### config.mk
export PLATFORM = sky130hd
export DESIGN_NAME = mfsq_maint_buf
export DESIGN_NICKNAME = d
export VERILOG_FILES = /design/src/rtl/mfsq_pkg.sv /design/src/rtl/mfsq_rx_status.sv /design/src/rtl/mfsq_tx_qbuf.sv /design/src/rtl/mfsq_irq_merge.sv /design/src/rtl/mfsq_maint_buf.sv
export SDC_FILE = /design/constraint.sdc
export NUM_CORES = 1
export LEC_CHECK = 0
export ABC_AREA = 0
export CORE_UTILIZATION = 40
export DETAILED_ROUTE_END_ITERATION = 8
export HOLD_SLACK_MARGIN = 0.05
export MAX_ROUTING_LAYER = met4
export PLACE_DENSITY = 0.78
export SYNTH_ARGS = -nofsm -noshare
export SYNTH_HDL_FRONTEND = slang
export SYNTH_SLANG_ARGS = --single-unit
### constraint.sdc
create_clock -name clk -period 1.62 [get_ports clk]
set_input_delay 0.324 -clock clk [delete_from_list [all_inputs] [get_ports clk]]
set_output_delay 0.324 -clock clk [all_outputs]
set_load 0.01 [all_outputs]
### src/rtl/mfsq_pkg.sv
package mfsq_pkg;

    localparam int DATA_W  = 8;
    localparam int S_CNT   = 5;
    localparam int Q_CNT   = 4;
    localparam int EVT_CNT = 3;
    localparam int QIDX_W  = (Q_CNT > 1) ? $clog2(Q_CNT) : 1;

    // Status byte layout: event flags on top, received S bits below
    typedef struct packed {
        logic             chg;
        logic             q_empty;
        logic             s_new;
        logic [S_CNT-1:0] s_bits;
    } mf_status_t;

    // Transmit buffer contents
    typedef struct packed {
        logic             fallback;
        logic [Q_CNT-1:0] q;
    } qbuf_t;

    typedef enum logic {
        ADDR_STATUS = 1'b0,
        ADDR_QBUF   = 1'b1
    } reg_addr_t;

    typedef enum logic [1:0] {
        TX_IDLE     = 2'd0,
        TX_FALLBACK = 2'd1,
        TX_SHIFT    = 2'd2
    } tx_mode_t;

    localparam qbuf_t QBUF_RST = '{fallback: 1'b0, q: {Q_CNT{1'b1}}};

    function automatic tx_mode_t pick_tx_mode(input logic on, input logic sync);
        if (!on)
            return TX_IDLE;
        else if (!sync)
            return TX_FALLBACK;
        else
            return TX_SHIFT;
    endfunction

endpackage

### src/rtl/mfsq_rx_status.sv
module mfsq_rx_status
    import mfsq_pkg::*;
#(
    parameter int NS = S_CNT
) (
    input  logic          clk,
    input  logic          rst,
    input  logic [NS-1:0] s_in,
    input  logic          cap_stb,
    input  logic          chg_stb,
    input  logic          rd_clr,
    output logic [NS-1:0] s_bits,
    output logic          s_new,
    output logic          chg
);

    always_ff @(posedge clk) begin
        if (rst) begin
            s_bits <= '0;
            s_new  <= 1'b0;
            chg    <= 1'b0;
        end else begin
            if (cap_stb)
                s_bits <= s_in;
            // a new event always beats a clearing read in the same cycle
            s_new <= cap_stb | (s_new & ~rd_clr);
            chg   <= chg_stb | (chg & ~rd_clr);
        end
    end

endmodule

### src/rtl/mfsq_tx_qbuf.sv
module mfsq_tx_qbuf
    import mfsq_pkg::*;
#(
    parameter int NQ = Q_CNT
) (
    input  logic       clk,
    input  logic       rst,
    input  logic       load,
    input  qbuf_t      load_val,
    input  tx_mode_t   mode,
    input  logic       take,
    output logic       bit_out,
    output logic       empty
);

    localparam int IW = (NQ > 1) ? $clog2(NQ) : 1;
    localparam logic [IW-1:0] LAST_IDX = IW'(NQ - 1);

    qbuf_t         buf_q;
    logic [IW-1:0] idx;
    logic          advance;
    logic          at_last;

    assign advance = take && (mode == TX_SHIFT);
    assign at_last = (idx == LAST_IDX);

    always_ff @(posedge clk) begin
        if (rst) begin
            buf_q <= QBUF_RST;
            idx   <= '0;
            empty <= 1'b1;
        end else if (load) begin
            buf_q <= load_val;
            idx   <= '0;
            empty <= 1'b0;
        end else if (advance) begin
            idx <= at_last ? '0 : idx + 1'b1;
            if (at_last)
                empty <= 1'b1;
        end
    end

    always_comb begin
        unique case (mode)
            TX_SHIFT:    bit_out = buf_q.q[idx];
            TX_FALLBACK: bit_out = buf_q.fallback;
            default:     bit_out = 1'b1;
        endcase
    end

endmodule

### src/rtl/mfsq_irq_merge.sv
module mfsq_irq_merge #(
    parameter int NE = 3
) (
    input  logic [NE-1:0] flags,
    input  logic [NE-1:0] enables,
    output logic          req
);

    logic [NE-1:0] gated;

    genvar g;
    generate
        for (g = 0; g < NE; g++) begin : g_evt
            assign gated[g] = flags[g] & enables[g];
        end
    endgenerate

    assign req = |gated;

endmodule

### src/rtl/mfsq_maint_buf.sv
module mfsq_maint_buf
    import mfsq_pkg::*;
(
    input  logic              clk,
    input  logic              rst,
    input  logic              bus_addr,
    input  logic              bus_rd,
    input  logic              bus_wr,
    input  logic [DATA_W-1:0] bus_wdata,
    output logic [DATA_W-1:0] bus_rdata,
    input  logic [S_CNT-1:0]  sbit_in,
    input  logic              mf_end,
    input  logic              mf_chg,
    input  logic              mf_on,
    input  logic              mf_sync,
    input  logic              q_req,
    output logic              q_out,
    input  logic [EVT_CNT-1:0] irq_en,
    output logic              irq
);

    mf_status_t status;
    logic       rd_status;
    logic       rd_qbuf;
    logic       wr_qbuf;
    qbuf_t      wr_val;
    tx_mode_t   mode;
    logic [S_CNT-1:0] s_bits;
    logic       s_new;
    logic       chg;
    logic       q_empty;

    assign rd_status = bus_rd && (reg_addr_t'(bus_addr) == ADDR_STATUS);
    assign rd_qbuf   = bus_rd && (reg_addr_t'(bus_addr) == ADDR_QBUF);
    assign wr_qbuf   = bus_wr && (reg_addr_t'(bus_addr) == ADDR_QBUF);
    assign wr_val    = qbuf_t'(bus_wdata[S_CNT-1:0]);
    assign mode      = pick_tx_mode(mf_on, mf_sync);

    mfsq_rx_status #(.NS(S_CNT)) u_rx (
        .clk     (clk),
        .rst     (rst),
        .s_in    (sbit_in),
        .cap_stb (mf_end),
        .chg_stb (mf_chg),
        .rd_clr  (rd_status),
        .s_bits  (s_bits),
        .s_new   (s_new),
        .chg     (chg)
    );

    mfsq_tx_qbuf #(.NQ(Q_CNT)) u_tx (
        .clk      (clk),
        .rst      (rst),
        .load     (wr_qbuf),
        .load_val (wr_val),
        .mode     (mode),
        .take     (q_req),
        .bit_out  (q_out),
        .empty    (q_empty)
    );

    assign status = '{chg: chg, q_empty: q_empty, s_new: s_new, s_bits: s_bits};

    mfsq_irq_merge #(.NE(EVT_CNT)) u_irq (
        .flags   ({status.chg, status.q_empty, status.s_new}),
        .enables (irq_en),
        .req     (irq)
    );

    always_ff @(posedge clk) begin
        if (rst)
            bus_rdata <= '0;
        else if (rd_status)
            bus_rdata <= status;
        else if (rd_qbuf)
            bus_rdata <= '0;
    end

endmodule

# Yosys cells after proc, flatten, opt, wreduce, memory -nomap -nowiden
# Index checks and enable logic that the tools add are counted.
# word_totals
register_bits	23
out_inout_bits	10
wordCells	43
inputBits	26
# op_classes
magnitude_cmp	1
reduce_logical	10
n_bitwise	9
addsub	1
mux	11
eq_ne	3
# op_table
op	n
$mux 8	2
$mux 2	3
$reduce_bool 2->1	3
$and 1x1->1	5
$eq 2x2->1 const B	2
$logic_and 1x1->1	4
$mux 1	4
$lt 2x3->1 const B	1
$reduce_or 3->1	1
$add 2x1->2 const B	1
$bmux 1 s2	1
$eq 2x1->1 const B	1
$not 1->1	2
$or 1x1->1	2
$pmux 1 s2	1
$reduce_and 2->1	1
$reduce_or 2->1	1

# Longest topological paths before layout
# depth
ltp_word	6
ltp_mapped	4

# Modules after synthesis
# From an unflattened synthesis, not the netlist that was laid out.
# unflattened
hier_cells	103
hier_area_um2	1028.5
# by_module_without_submodules
module	area_per_inst_um2	seq_area_each_um2	n_inst	cells_per_inst
mfsq_tx_qbuf	401.6	160.2	1	39
mfsq_maint_buf	362.8	160.2	1	38
mfsq_rx_status	250.2	140.1	1	24
mfsq_irq_merge	13.8	0.0	1	2

# Worst setup path after synthesis
# No wires, ideal clock.
# synth_timing
path_kind	register to output
from	register u_tx.idx[0]
to	output q_out
required_time_ps	1296
stages_incl_launch_ff	4
arrival_time_ps	1083
path_slack_ps	213
path_cell_list	dfxtp_1 -> mux4_2 -> mux2i_1 -> nand2_1
# synth_between
elab_chain_len	3
# synth_rtl
item	line_no	text
start: declaration	mfsq_tx_qbuf.sv:20	logic [IW-1:0] idx;
start signal: assignment	mfsq_tx_qbuf.sv:37	idx <= at_last ? '0 : idx + 1'b1;
$bmux 1 s2	mfsq_tx_qbuf.sv:45	TX_SHIFT: bit_out = buf_q.q[idx];
$mux 1 (not written as such)	mfsq_tx_qbuf.sv:45	
$pmux 1 s2	mfsq_tx_qbuf.sv:44	unique case (mode)
end: declaration	mfsq_maint_buf.sv:17	output logic q_out,
# No other way between the ends. The select of a mux whose other input is x is not followed.

# Final worst setup path
# Ends and elaborated chain as after synthesis.

==> results.md <==
- Status: finished with violations
- Failing checks: setup timing
- Reg-to-reg critical path startpoint: u_tx.idx[0]$_SDFFE_PP0P_
- Root Driver: sky130_fd_sc_hd__clkbuf_4
- CORE AREA: roughly 2200 sq um
- Syn Std Cell Area: around 940 sq um
- Fraction of synthesized cell area taken by the top area cell type: 0.492
- Required time of the worst setup path: around 1300 ps
- Launch point of the critical path: u_tx.idx[0]$_SDFFE_PP0P_
- End point of the critical path: q_out
- Reg-to-reg setup timing slack: 260 ps
- Number of buffer cells added on primary ports: 32
- Cell type contributing the most total cell area after synthesis: sky130_fd_sc_hd__dfxtp_1
- Number of H-tree levels: 1
- Overall die width: ~50 um
- Clock Skews: ~0.83 ps
- Max rail drop VDD: ~0.00057 V
- Leak pwr: roughly 0.57 nW
- Die Y-Extent: about 50 um
- Share of synthesized flip-flops with an asynchronous set or reset: 0
- Cell count after placement: around 160
- Detail-routed net length per standard cell: 11.5 um
- Reg2reg end: u_tx.idx[0]$_SDFFE_PP0P_
- Reg clk slew, reported paths: 120 ps
- Maximum number of pins on one net before global-route repair: 24
- Final net count: roughly 170
- Initial standard-cell utilization of the core: 0.423
- Final setup violation count: 1
- TritonRoute pass-1 iters: 4
- Final worst-path setup slack: -209 ps
- Pwr/cell area: between 700 and 800 nW/um^2
- Type of the tightest min-delay check: reg -> reg
- First-pass GRT wire length: between 3000 and 4000 um
- Placer Congestion: between 0.7 and 0.8
- Slowest cell on the critical path: sky130_fd_sc_hd__mux4_2
- Proportion of power drawn by flip-flops and latches: 0.581
- Worst Setup Start Kind: flip-flop
- Number of cells on the worst reg-to-reg path: 4
- Detailed Route WL: around 1900 um
- Num CTS Buffers: 3
- Number of maximum-capacitance violations: 0
- Number of antenna violations at the first check in global routing: 0
- Part of the cycle the worst path needs: 1.13
- Sw frac: 0.236
- Worst rel slew slack: 0.773
- Kind of capture point of the worst setup path: output pin
- Final Max Tran Viols: 0
- Combinational fraction of design power: 0.173
- Data arrival time of the critical path: about 1500 ps
- Cell row count: 17
- Clock network power share: 0.246
- Final standard cell count with taps included and fillers excluded: roughly 170
- Most instantiated flip-flop cell in the synthesis netlist: sky130_fd_sc_hd__dfxtp_1
- Final critical path time including I/O delays and setup: approximately 1800 ps
- Tot GR Track Use: 0.178
- Critical path type: reg -> out
- Final routed DRC violation total: 0
- Via count: just over 800
- Share of final-layout standard cells stronger than drive strength 1: 0.173
- Internal portion of total power: 800 uW
- Starting DRC count in detailed routing: 13
- Insertion delay to the later sink of the worst-skew pair: ~300 ps
- Cells after Synth: 95
- Relative area change from synthesis to final layout: 49.1%
- Final hold vios: 0
- Netlist cell types: 25
- Synthesis-stage register bit count: 23
- Leading post-synthesis cells by instance count: 23 x sky130_fd_sc_hd__dfxtp_1, 12 x sky130_fd_sc_hd__a21oi_1, 9 x sky130_fd_sc_hd__nor2_1
- Max Fanout on Critical Path: 2
- Least-Margin Pin Slew: about 340 ps
- Setup repair after global routing missed its margin: true
- Area contributors post-synth: sky130_fd_sc_hd__dfxtp_1 49%, sky130_fd_sc_hd__mux2i_1 7.5%, sky130_fd_sc_hd__a21oi_1 6.4%, sky130_fd_sc_hd__nand3b_1 4.8%, sky130_fd_sc_hd__nand2b_1 4.7%
- HPWL after detailed placement: around 1500 um
- P_sw: between 200 and 250 uW
- Number of global-route vias before repair: 825
- YS warnings: 0
- Worst-case clock buffer depth: 2
- Mean instance size in the synthesized netlist: around 9.9 sq um
- FMAX: roughly 0.55 GHz
- Library cell with the highest instance count after synthesis: sky130_fd_sc_hd__dfxtp_1
- Series of cell instances along the critical path: mux4_2, mux2i_1, nand2_1, buf_2
- Tot Pwr: roughly 1.0 mW
- CTS Hold Buffers Added: 0
- Antenna viol nets, final: 0
- Fraction of the yosys area taken by sequential cells: 0.492
- Total die area: between 2000 and 3000 sq um
- Highest cell delay on the worst timing path: around 490 ps
- CTS tree: done
- Vias per inst: approximately 4.8
- Post-CTS setup buffer count: 0
- Gr ovfl total: 0
- Total number of clock tree sinks: 23
- # IOs: 36
- Synthesized net count: 122
- EDFF count, synth: 0
- Antenna cells: 0
-- sequential cells by signal, indices dropped and copies added (netlist names) --
register / flops
u_rx.s_bits: 5
u_tx.empty: 1
bus_rdata: 8
u_tx.idx: 2
u_tx.buf_q: 5
u_rx.s_new: 1
u_rx.chg: 1
-- layout make-up --
class	count	area, sq um
Clock buffer	3	22.5
Clock inverter	1	5.00
Fill cell	208	817
Inverter	1	3.75
Multi-Input combinational cell	66	447
Sequential cell	23	462
Tap cell	28	35.0
Timing Repair Buffer	45	420
-- power by group through the flow --
| stage | Combinational [mW] | Sequential, mW | Clock [mW] |
|---|---|---|---|
| 2_1_floorplan | 0.0723 | 0.619 | 0 |
| 3_3_place_gp | 0.184 | 0.620 | 0 |
| 3_5_place_dp | 0.187 | 0.621 | 0 |
| 4_1_cts | 0.183 | 0.608 | 0.272 |
| 5_1_grt | 0.197 | 0.612 | 0.302 |
| 6_report | 0.181 | 0.608 | 0.257 |
-- timing repair --
item | CTS | global route
endpoints found under the hold margin | 0 | 0
setup endpoints to repair | 2 | 1
pin swaps | 2 | 1
gates resized for setup | 9 | 0
-- critical path: cells and delay by family (launching register included) --
family	cells	cell delay, ps
buf+inv	1	130
flops	1	360
mux	2	640
simple gates	1	70
-- worst min-delay path by stage --
stage | end | cells after the start | startpoint
after detailed placement | u_tx.buf_q[4]$_SDFFE_PP0P_ | 2 | u_tx.buf_q[4]$_SDFFE_PP0P_
after global placement | u_tx.buf_q[1]$_SDFFE_PP1P_ | 1 | u_tx.buf_q[1]$_SDFFE_PP1P_
after global routing | bus_rdata[6]$_SDFFE_PP0P_ | 2 | bus_rdata[6]$_SDFFE_PP0P_
final | u_tx.buf_q[4]$_SDFFE_PP0P_ | 2 | u_tx.buf_q[4]$_SDFFE_PP0P_
after CTS | u_tx.buf_q[4]$_SDFFE_PP0P_ | 2 | u_tx.buf_q[4]$_SDFFE_PP0P_
after floorplan | u_tx.idx[0]$_SDFFE_PP0P_ | 1 | bus_wr
-- cells by family (layout without fill, tap and decap cells) --
family	count (synthesis)	after routing	synth area share
multiplexers	8	8	0.0989
AO/OA/AOI/OAI	20	20	0.142
flip-flops	23	23	0.492
adder cells (fa/ha/maj)	1	1	0.0134
AND/OR/NAND/NOR	37	37	0.223
buffers and inverters	6	50	0.0307
-- through the flow --
stage | util | area, sq um | TNS, ps | setup WS [ps] | hold slack, ps
6_report | 0.631 | 1400 | -209 | -209 | 466
5_1_grt | 0.631 | 1400 | -313 | -313 | 501
4_1_cts | 0.631 | 1400 | -222 | -222 | 467
3_5_place_dp | 0.622 | 1380 | -601 | -285 | 448
3_3_place_gp | 0.622 | 1380 | -538 | -281 | 442
2_1_floorplan | - | 936 | 0 | 213 | 418
-- metal layers --
metal / GRT usage / share of wire / up-vias
met4: 0.0509 / 0.0042 / 0
met2: 0.318 / 0.50 / 18
met3: 0.0394 / 0.045 / 2
li1: - / - / 421
met5: - / 0 / -
met1: 0.197 / 0.45 / 365
-- placed cells by master, fill, tap and decap left out, drive strengths merged --
cell type	Yosys	routed
mux4	1	1
and3	4	4
nand2	5	5
a221oi	1	1
a222oi	1	1
inv	1	1
o21ai	1	1
nand2b	7	7
clkdlybuf4s50	0	30
ha	1	1
nand3b	6	6
dfxtp	23	23
clkinv	0	1
a211oi	1	1
a21oi	12	12
a211o	4	4
or3	1	1
nor2	9	9
mux2i	7	7
buf	4	15
nor2b	3	3
clkbuf	1	3
nand3	2	2
No activity file was read; power rests on OpenSTA's default activity.
